`config.mk`:
```
export PLATFORM = sky130hd
export DESIGN_NAME = qmsg_unit
export DESIGN_NICKNAME = d
export VERILOG_FILES = /design/src/rtl/qmsg_pkg.sv /design/src/rtl/qmsg_fifo.sv /design/src/rtl/qmsg_stat.sv /design/src/rtl/qmsg_unit.sv
export SDC_FILE = /design/constraint.sdc
export NUM_CORES = 2
export LEC_CHECK = 0
export ABC_CLOCK_PERIOD_IN_PS = 30400
export BUFFER_PORTS_ARGS = -buffer_cell sky130_fd_sc_hd__buf_2
export CORE_UTILIZATION = 40
export DETAILED_ROUTE_END_ITERATION = 8
export PLACE_DENSITY = 0.61
export SETUP_SLACK_MARGIN = 0.05
export SYNTH_ARGS = -nofsm -noshare
export SYNTH_HDL_FRONTEND = slang
export SYNTH_SLANG_ARGS = --single-unit
export TNS_END_PERCENT = 50
```
`constraint.sdc`:
```
create_clock -name clk -period 30.4 [get_ports clk]
set_input_delay 6.08 -clock clk [delete_from_list [all_inputs] [get_ports clk]]
set_output_delay 6.08 -clock clk [all_outputs]
set_load 0.02 [all_outputs]
```
`src/rtl/qmsg_pkg.sv`:
```
package qmsg_pkg;
  localparam int WORD_W = 32;
  localparam int STAT_W = 4;
  typedef logic [WORD_W-1:0] word_t;

  // host-visible byte offsets
  localparam logic [7:0] OFS_IMSG0 = 8'h10;
  localparam logic [7:0] OFS_IMSG1 = 8'h14;
  localparam logic [7:0] OFS_OMSG0 = 8'h18;
  localparam logic [7:0] OFS_OMSG1 = 8'h1C;
  localparam logic [7:0] OFS_DBELL = 8'h20;
  localparam logic [7:0] OFS_ISTAT = 8'h24;
  localparam logic [7:0] OFS_IMASK = 8'h28;
  localparam logic [7:0] OFS_OSTAT = 8'h30;
  localparam logic [7:0] OFS_OMASK = 8'h34;
  localparam logic [7:0] OFS_INQ   = 8'h40;
  localparam logic [7:0] OFS_OUTQ  = 8'h44;

  // status bit positions
  localparam int SB_MSG0 = 0;
  localparam int SB_MSG1 = 1;
  localparam int SB_DB   = 2;
  localparam int SB_Q    = 3;

  localparam word_t EMPTY_CODE = '1;

  function automatic word_t decode_post(word_t e);
    return e[31] ? {e[26:0], 5'b0} : e;
  endfunction

  function automatic word_t done_word(word_t e, logic cv, word_t c);
    return (e[31] && cv) ? c : e;
  endfunction
endpackage

```
`src/rtl/qmsg_fifo.sv`:
```
module qmsg_fifo #(
  parameter int DEPTH     = 16,
  parameter int WIDTH     = 32,
  parameter bit INIT_FULL = 1'b0,
  parameter int INIT_BASE = 0,
  parameter int INIT_STEP = 0
) (
  input  logic             clk,
  input  logic             rst_n,
  input  logic             push,
  input  logic [WIDTH-1:0] wdata,
  input  logic             pop,
  output logic [WIDTH-1:0] head,
  output logic             empty,
  output logic             full
);
  localparam int PTR_W = (DEPTH > 1) ? $clog2(DEPTH) : 1;
  localparam int CNT_W = $clog2(DEPTH + 1);
  localparam logic [PTR_W-1:0] LAST = PTR_W'(DEPTH - 1);
  localparam logic [CNT_W-1:0] CNT_FULL = CNT_W'(DEPTH);

  logic [WIDTH-1:0] mem [DEPTH];
  logic [PTR_W-1:0] wr_ptr, rd_ptr, wr_ptr_nx, rd_ptr_nx;
  logic [CNT_W-1:0] cnt, cnt_nx;
  logic             wr_en, rd_en;

  assign empty = (cnt == '0);
  assign full  = (cnt == CNT_FULL);
  assign head  = mem[rd_ptr];
  assign wr_en = push && !full;
  assign rd_en = pop && !empty;

  always_comb begin
    wr_ptr_nx = wr_ptr;
    rd_ptr_nx = rd_ptr;
    cnt_nx    = cnt;
    if (wr_en) wr_ptr_nx = (wr_ptr == LAST) ? '0 : wr_ptr + 1'b1;
    if (rd_en) rd_ptr_nx = (rd_ptr == LAST) ? '0 : rd_ptr + 1'b1;
    if (wr_en && !rd_en) cnt_nx = cnt + 1'b1;
    else if (rd_en && !wr_en) cnt_nx = cnt - 1'b1;
  end

  always_ff @(posedge clk or negedge rst_n) begin
    if (!rst_n) begin
      wr_ptr <= '0;
      rd_ptr <= '0;
      cnt    <= INIT_FULL ? CNT_FULL : '0;
    end else begin
      wr_ptr <= wr_ptr_nx;
      rd_ptr <= rd_ptr_nx;
      cnt    <= cnt_nx;
    end
  end

  generate
    if (INIT_FULL) begin : g_seeded
      always_ff @(posedge clk or negedge rst_n) begin
        if (!rst_n) begin
          for (int i = 0; i < DEPTH; i++) mem[i] <= WIDTH'(INIT_BASE + i * INIT_STEP);
        end else if (wr_en) begin
          mem[wr_ptr] <= wdata;
        end
      end
    end else begin : g_plain
      always_ff @(posedge clk) begin
        if (wr_en) mem[wr_ptr] <= wdata;
      end
    end
  endgenerate

  p_cnt_bound_r3: assert property (@(posedge clk) disable iff (!rst_n) cnt <= CNT_FULL);
  p_no_overflow_r3: assert property (@(posedge clk) disable iff (!rst_n)
    (push && full && !pop) |=> (full && $stable(wr_ptr)));
  p_no_underflow_r2: assert property (@(posedge clk) disable iff (!rst_n)
    (pop && empty && !push) |=> (empty && $stable(rd_ptr)));
endmodule

```
`src/rtl/qmsg_stat.sv`:
```
module qmsg_stat #(
  parameter int W = 4
) (
  input  logic         clk,
  input  logic         rst_n,
  input  logic [W-1:0] set,
  input  logic [W-1:0] clr,
  input  logic         mask_we,
  input  logic [W-1:0] mask_d,
  output logic [W-1:0] stat,
  output logic [W-1:0] mask,
  output logic         irq
);
  logic [W-1:0] stat_nx, mask_nx;

  always_comb begin
    stat_nx = (stat & ~clr) | set;
    mask_nx = mask_we ? mask_d : mask;
  end

  always_ff @(posedge clk or negedge rst_n) begin
    if (!rst_n) begin
      stat <= '0;
      mask <= '0;
    end else begin
      stat <= stat_nx;
      mask <= mask_nx;
    end
  end

  assign irq = |(stat & ~mask);

  p_set_wins_r9: assert property (@(posedge clk) disable iff (!rst_n)
    (|set) |=> ((stat & $past(set)) == $past(set)));
  p_masked_quiet_r10: assert property (@(posedge clk) disable iff (!rst_n)
    (mask == {W{1'b1}}) |-> !irq);
endmodule

```
`src/rtl/qmsg_unit.sv`:
```
module qmsg_unit
  import qmsg_pkg::*;
#(
  parameter int DEPTH       = 16,
  parameter int ADDR_W      = 8,
  parameter int SLOT_BASE   = 32'h0000_1000,
  parameter int SLOT_STRIDE = 32'h0000_0100
) (
  input  logic              clk,
  input  logic              rst_n,
  input  logic              h_req,
  input  logic              h_wr,
  input  logic [ADDR_W-1:0] h_addr,
  input  logic [31:0]       h_wdata,
  output logic              h_rvalid,
  output logic [31:0]       h_rdata,
  output logic              h_irq,
  output logic              l_post_valid,
  input  logic              l_post_pop,
  output logic [31:0]       l_post_entry,
  output logic              l_post_host,
  output logic [31:0]       l_post_addr,
  input  logic              l_done_push,
  input  logic [31:0]       l_done_entry,
  input  logic              l_done_ctx_vld,
  input  logic [31:0]       l_done_ctx,
  input  logic              l_omsg_we,
  input  logic              l_omsg_sel,
  input  logic [31:0]       l_omsg_data,
  output logic [31:0]       l_imsg0,
  output logic [31:0]       l_imsg1,
  output logic [31:0]       l_doorbell,
  input  logic [31:0]       l_db_clr,
  input  logic [3:0]        l_in_clr,
  output logic [3:0]        l_in_stat,
  output logic              l_irq
);
  // reset synchronizer: asynchronous assert, synchronous release
  logic rst_s1, rst_sn;
  always_ff @(posedge clk or negedge rst_n) begin
    if (!rst_n) begin
      rst_s1 <= 1'b0;
      rst_sn <= 1'b0;
    end else begin
      rst_s1 <= 1'b1;
      rst_sn <= rst_s1;
    end
  end

  // access decode
  logic acc_wr, acc_rd;
  logic sel_im0, sel_im1, sel_om0, sel_om1, sel_db, sel_ist, sel_imk, sel_ost, sel_omk, sel_iq, sel_oq;
  assign acc_wr  = h_req && h_wr;
  assign acc_rd  = h_req && !h_wr;
  assign sel_im0 = (h_addr == ADDR_W'(OFS_IMSG0));
  assign sel_im1 = (h_addr == ADDR_W'(OFS_IMSG1));
  assign sel_om0 = (h_addr == ADDR_W'(OFS_OMSG0));
  assign sel_om1 = (h_addr == ADDR_W'(OFS_OMSG1));
  assign sel_db  = (h_addr == ADDR_W'(OFS_DBELL));
  assign sel_ist = (h_addr == ADDR_W'(OFS_ISTAT));
  assign sel_imk = (h_addr == ADDR_W'(OFS_IMASK));
  assign sel_ost = (h_addr == ADDR_W'(OFS_OSTAT));
  assign sel_omk = (h_addr == ADDR_W'(OFS_OMASK));
  assign sel_iq  = (h_addr == ADDR_W'(OFS_INQ));
  assign sel_oq  = (h_addr == ADDR_W'(OFS_OUTQ));

  // queues
  word_t free_head, post_head, out_head, out_word;
  logic  free_empty, free_full, post_empty, post_full, out_empty, out_full;
  logic  free_push, free_pop, post_push, out_pop;

  assign free_pop  = acc_rd && sel_iq;
  assign free_push = acc_wr && sel_oq && !h_wdata[31] && !free_full;
  assign post_push = acc_wr && sel_iq;
  assign out_pop   = acc_rd && sel_oq;
  assign out_word  = done_word(l_done_entry, l_done_ctx_vld, l_done_ctx);

  qmsg_fifo #(.DEPTH(DEPTH), .WIDTH(WORD_W), .INIT_FULL(1'b1),
              .INIT_BASE(SLOT_BASE), .INIT_STEP(SLOT_STRIDE)) u_free (
    .clk(clk), .rst_n(rst_sn), .push(free_push), .wdata(h_wdata), .pop(free_pop),
    .head(free_head), .empty(free_empty), .full(free_full));

  qmsg_fifo #(.DEPTH(DEPTH), .WIDTH(WORD_W)) u_post (
    .clk(clk), .rst_n(rst_sn), .push(post_push), .wdata(h_wdata), .pop(l_post_pop),
    .head(post_head), .empty(post_empty), .full(post_full));

  qmsg_fifo #(.DEPTH(DEPTH), .WIDTH(WORD_W)) u_out (
    .clk(clk), .rst_n(rst_sn), .push(l_done_push), .wdata(out_word), .pop(out_pop),
    .head(out_head), .empty(out_empty), .full(out_full));

  assign l_post_valid = !post_empty;
  assign l_post_entry = post_head;
  assign l_post_host  = post_head[31];
  assign l_post_addr  = decode_post(post_head);

  // message and doorbell registers
  word_t imsg0, imsg1, omsg0, omsg1, dbell;
  word_t imsg0_nx, imsg1_nx, omsg0_nx, omsg1_nx, dbell_nx;

  always_comb begin
    imsg0_nx = (acc_wr && sel_im0) ? h_wdata : imsg0;
    imsg1_nx = (acc_wr && sel_im1) ? h_wdata : imsg1;
    omsg0_nx = (l_omsg_we && !l_omsg_sel) ? l_omsg_data : omsg0;
    omsg1_nx = (l_omsg_we &&  l_omsg_sel) ? l_omsg_data : omsg1;
    dbell_nx = (dbell & ~l_db_clr) | ((acc_wr && sel_db) ? h_wdata : '0);
  end

  always_ff @(posedge clk or negedge rst_sn) begin
    if (!rst_sn) begin
      imsg0 <= '0;
      imsg1 <= '0;
      omsg0 <= '0;
      omsg1 <= '0;
      dbell <= '0;
    end else begin
      imsg0 <= imsg0_nx;
      imsg1 <= imsg1_nx;
      omsg0 <= omsg0_nx;
      omsg1 <= omsg1_nx;
      dbell <= dbell_nx;
    end
  end

  assign l_imsg0    = imsg0;
  assign l_imsg1    = imsg1;
  assign l_doorbell = dbell;

  // status and interrupt
  logic [STAT_W-1:0] in_set, in_clr, out_set, out_clr, in_stat, in_mask, out_stat, out_mask;

  always_comb begin
    in_set          = '0;
    in_set[SB_MSG0] = acc_wr && sel_im0;
    in_set[SB_MSG1] = acc_wr && sel_im1;
    in_set[SB_DB]   = acc_wr && sel_db && (|h_wdata);
    in_set[SB_Q]    = post_push && !post_full;
    out_set          = '0;
    out_set[SB_MSG0] = l_omsg_we && !l_omsg_sel;
    out_set[SB_MSG1] = l_omsg_we && l_omsg_sel;
    out_set[SB_Q]    = l_done_push && !out_full;
    in_clr  = l_in_clr | ((acc_wr && sel_ist) ? h_wdata[STAT_W-1:0] : '0);
    out_clr = (acc_wr && sel_ost) ? h_wdata[STAT_W-1:0] : '0;
  end

  qmsg_stat #(.W(STAT_W)) u_in_stat (
    .clk(clk), .rst_n(rst_sn), .set(in_set), .clr(in_clr),
    .mask_we(acc_wr && sel_imk), .mask_d(h_wdata[STAT_W-1:0]),
    .stat(in_stat), .mask(in_mask), .irq(l_irq));

  qmsg_stat #(.W(STAT_W)) u_out_stat (
    .clk(clk), .rst_n(rst_sn), .set(out_set), .clr(out_clr),
    .mask_we(acc_wr && sel_omk), .mask_d(h_wdata[STAT_W-1:0]),
    .stat(out_stat), .mask(out_mask), .irq(h_irq));

  assign l_in_stat = in_stat;

  // read path
  word_t rd_mux;
  always_comb begin
    rd_mux = '0;
    if (sel_im0) rd_mux = imsg0;
    if (sel_im1) rd_mux = imsg1;
    if (sel_om0) rd_mux = omsg0;
    if (sel_om1) rd_mux = omsg1;
    if (sel_db)  rd_mux = dbell;
    if (sel_ist) rd_mux = WORD_W'(in_stat);
    if (sel_imk) rd_mux = WORD_W'(in_mask);
    if (sel_ost) rd_mux = WORD_W'(out_stat);
    if (sel_omk) rd_mux = WORD_W'(out_mask);
    if (sel_iq)  rd_mux = free_empty ? EMPTY_CODE : free_head;
    if (sel_oq)  rd_mux = out_empty ? EMPTY_CODE : out_head;
  end

  always_ff @(posedge clk or negedge rst_sn) begin
    if (!rst_sn) begin
      h_rvalid <= 1'b0;
      h_rdata  <= '0;
    end else begin
      h_rvalid <= acc_rd;
      if (acc_rd) h_rdata <= rd_mux;
    end
  end

  p_rd_valid_r2: assert property (@(posedge clk) disable iff (!rst_sn)
    acc_rd |=> h_rvalid);
  p_empty_free_r2: assert property (@(posedge clk) disable iff (!rst_sn)
    (acc_rd && sel_iq && free_empty) |=> (h_rdata == EMPTY_CODE));
  p_empty_out_r5: assert property (@(posedge clk) disable iff (!rst_sn)
    (acc_rd && sel_oq && out_empty) |=> (h_rdata == EMPTY_CODE));
  p_imsg_store_r7: assert property (@(posedge clk) disable iff (!rst_sn)
    (acc_wr && sel_im0) |=> (l_imsg0 == $past(h_wdata)));
  p_omsg_ro_r7: assert property (@(posedge clk) disable iff (!rst_sn)
    (acc_wr && sel_om0 && !l_omsg_we) |=> $stable(omsg0));
endmodule

```
==> metrics.csv <==
stage,metric,value,unit
run_status,status,finished with violations,
run_status,failing checks,design-rule violations,
yosys,Yosys warning total,0,
worst_hold_path,worst hold-check path type,reg -> reg,
floorplan,DIE AREA,191000,um2
placement,placed cell areas,80700,um2
critical_path,worst r2r path cells,6,
route,initial drt markers,3858,
yosys,Seq cells post-synth,1786,
timing,final setup vio count,0,
floorplan,Core ar.,188000,um2
floorplan,Starting Density,40.3,%
route,Detail Route Antenna Nets,0,
grt,total gr overflow,0,
grt,first-pass GRT wire length,311000,um
yosys,syn_nets,4785,
yosys,mux contribution to synthesized area,22.1,%
flow_run,Max-cap violations,0,
finish,Final Instance Area,87000,um2
placement,gpl congestion,0.820,
finish,most frequent cells in the layout,"edfxtp_1 (1,024), dfrtp_1 (706), mux2_2 (457), buf_2 (381), mux2i_1 (309)",
finish,filler instances,16200,
cts,cts bufs inserted,187,
pwr,Peak VDD IR,56.2,uV
timing,Slew @ Worst Pin,1370,ps
finish,Layout Cells excl Fill,7599,
grt,Total Routing Usage GR,22.2,%
yosys,XOR/XNOR share of the synthesized area,0.243,%
placement,Place WS,19770,ps
worst_hold_path,Hold Path Stages,0,
cts,CTS Buffer Depth,3,
yosys,ys async rst share,42.7,%
critical_path,Worst R2R Start,u_free.rd_ptr[1],
route,DRC Markers,50,
cts,CTS tree,built,
finish,"most common cell after layout, fill and taps aside",edfxtp_1,
critical_path,Setup crit start kind,flip-flop,
critical_path,worst path arrival time,5220,ps
cts,insertion delay to the later sink of the worst-skew pair,830,ps
route,Wirelength per Cell,28.1,um
cts,clock root buffer,clkbuf_16,
placement,number of port buffers,381,
cts,Post-CTS Setup Bufs,0,
finish,Area growth syn-to-layout,14.8,%
worst_hold_path,Worst Hold Path EP,rst_sn,
timing,maximum clock rate,0.0885,GHz
yosys,mapped cell area,75800,um2
route,routed vias,43200,
critical_path,FF-to-FF End,h_rdata[3],
timing,clk_skew,38.7,ps
cts,CTS H-tree lvls,4,
critical_path,Setup CP Type,reg -> out,
yosys,Synth Area in Compound Gates,6.18,%
finish,Total Nets Final,5140,
yosys,Mapped Cells,4574,
yosys,combinational family with the most area after synthesis,multiplexers,
floorplan,Die Ht,437,um
yosys,Post-synth EDFFs,1024,
yosys,Main synth FF type,edfxtp_1,
route,total routed wirelength,214000,um
grt,vias in the first global route,43900,
yosys,post-synthesis sequential area ratio,65.8,%
timing,Final min period,11300,ps
yosys,post-synth cell types,70,
placement,detailed placement HPWL,128000,um
timing,Tcrit/Tclk final,37.2,%
pwr,pwr dens,71.3,nW/um2
critical_path,"setup slack, reg-to-reg",26490,ps
floorplan,Die Wd,437,um
timing,Post-Route Setup TNS,0,ps
cts,Worst-path clk slew,60,ps
route,Initial DRT Pass Iterations,9,
timing,final hold violations,0,
cts,hold_buf cts,0,
pwr,Static Leak,34.0,nW
timing,hold_ws,349,ps
placement,Placed Cells incl. Taps,7235,
yosys,Post-Synth Adder-Cell Area,0.525,%
floorplan,io pins,382,
timing,post-layout worst setup margin,19100,ps
cts,clock sinks,1786,
grt,largest net degree at the start of global routing,180,
floorplan,# rows,159,
grt,initial antenna violation count,21,
finish,share of layout cells above drive strength 1,36.0,%
route,vias per inst,5.68,
worst_hold_path,hold_sp,rst_s1,
yosys,simple-gate share of the synthesized area,2.45,%
critical_path,"Max FO, Critical Path",47,
yosys,Avg Inst Size Synth,16.6,um2
critical_path,CP required,24320,ps
cts,Post-CTS Resized,0,
critical_path,crit end category,output pin,
timing,Worst slew margin,8.13,%
timing,fin. max-slew vios,0,
timing,RSZ-0062 raised after global routing,no,
per-stage QoR:
stage	total power (W)	utilization (%)
finish	0.00620	46.3
global route	0.00643	46.3
CTS	0.00626	46.3
detailed placement	0.00395	42.9
global placement	0.00394	42.9
floorplan	0.00352	-
logic make-up (layout without fill, tap and decap cells):
group | Yosys count | in the layout
other | 1 | 16
adder cells (fa/ha/maj) | 30 | 30
flip-flops | 1786 | 1786
AO/OA/AOI/OAI | 683 | 683
buffers and inverters | 467 | 982
XOR/XNOR | 21 | 21
multiplexers | 1211 | 1211
AND/OR/NAND/NOR | 375 | 375
worst max path at each step:
| stage | from | end | slack, ps |
|---|---|---|---|
| CTS | u_post.rd_ptr[0] | l_post_entry[1] | 18870 |
| floorplan | rst_sn | h_rdata[0] | 7670 |
| finish | u_post.rd_ptr[0] | l_post_entry[1] | 19100 |
| detailed placement | u_post.rd_ptr[0] | l_post_entry[1] | 19770 |
| global placement | u_post.rd_ptr[0] | l_post_entry[1] | 19810 |
| global route | u_post.rd_ptr[0] | l_post_entry[1] | 18710 |
state kept, by name, indices dropped and copies added, names as in the netlist, 4 cells and up:
register and count:
h_rdata 32, l_doorbell 32, l_imsg0 32, l_imsg1 32
omsg0 32, omsg1 32, u_free.cnt 5, u_free.mem 512
u_free.rd_ptr 4, u_free.wr_ptr 4, u_in_stat.mask 4, u_in_stat.stat 4
u_out.cnt 5, u_out.mem 512, u_out.rd_ptr 4, u_out.wr_ptr 4
u_out_stat.mask 4, u_out_stat.stat 4, u_post.cnt 5, u_post.mem 512
u_post.rd_ptr 4, u_post.wr_ptr 4
per-layer routing:
metal,wire length (um),up-vias,global-route usage (%)
li1,-,18400,-
met1,91100,22900,30.5
met2,102000,1559,35.4
met3,13700,327,3.82
met4,7200,20,8.19
met5,128,-,0
worst max-delay path: stages, from the launching register on:
cell and delay (ps):
dfrtp_4 830, buf_4 790, buf_4 810, mux4_2 590, mux2_2 270, a21oi_1 540, inv_1 240, buf_2 220
cell usage after synthesis (all sizes together) (4+ instances only):
master / count / area share, %
o22ai: 6 / 0.050
a31oi: 5 / 0.041
xor2: 7 / 0.081
edfxtp: 1024 / 41
dfrtp: 713 / 24
inv: 120 / 0.59
nor3: 45 / 0.31
o211ai: 28 / 0.28
o21a: 41 / 0.41
dfstp: 49 / 1.7
or4b: 4 / 0.053
a22oi: 208 / 2.1
ha: 27 / 0.45
nand2b: 4 / 0.033
o41ai: 5 / 0.058
a21oi: 105 / 0.69
and2: 26 / 0.21
clkbuf: 211 / 1.0
or2: 6 / 0.050
a2111oi: 4 / 0.071
a22o: 5 / 0.058
mux2i: 309 / 4.1
o2bb2ai: 4 / 0.046
or3: 4 / 0.033
a221oi: 54 / 0.62
mux4: 242 / 7.2
a32o: 11 / 0.15
nor4: 16 / 0.13
mux2: 660 / 11
buf: 135 / 1.0
a21o: 13 / 0.13
and3: 5 / 0.041
nand3: 25 / 0.28
xnor2: 14 / 0.16
nor2: 68 / 0.34
nand2: 145 / 0.72
o22a: 28 / 0.32
o21ai: 148 / 0.98
nor2b: 16 / 0.13
power breakdown:
part | switching (W) | internal [W] | leakage (nW)
sequential | 0.0000615 | 0.00268 | 19.2
clock | 0.000979 | 0.00134 | 3.05
combinational | 0.000727 | 0.000425 | 11.7
layout make-up:
type	instances	area (um2)	area share (%)
multi-input cells	2321	24200	27.9
inverters	121	454	0.522
well taps	2495	3120	3.59
flip-flops and latches	1786	49900	57.4
clock buffers	258	5220	6.00
clock inverters	91	1060	1.21
diodes	15	37.5	0.0432
repair buffers	512	2950	3.39
Power figures use the tool's default switching activity.
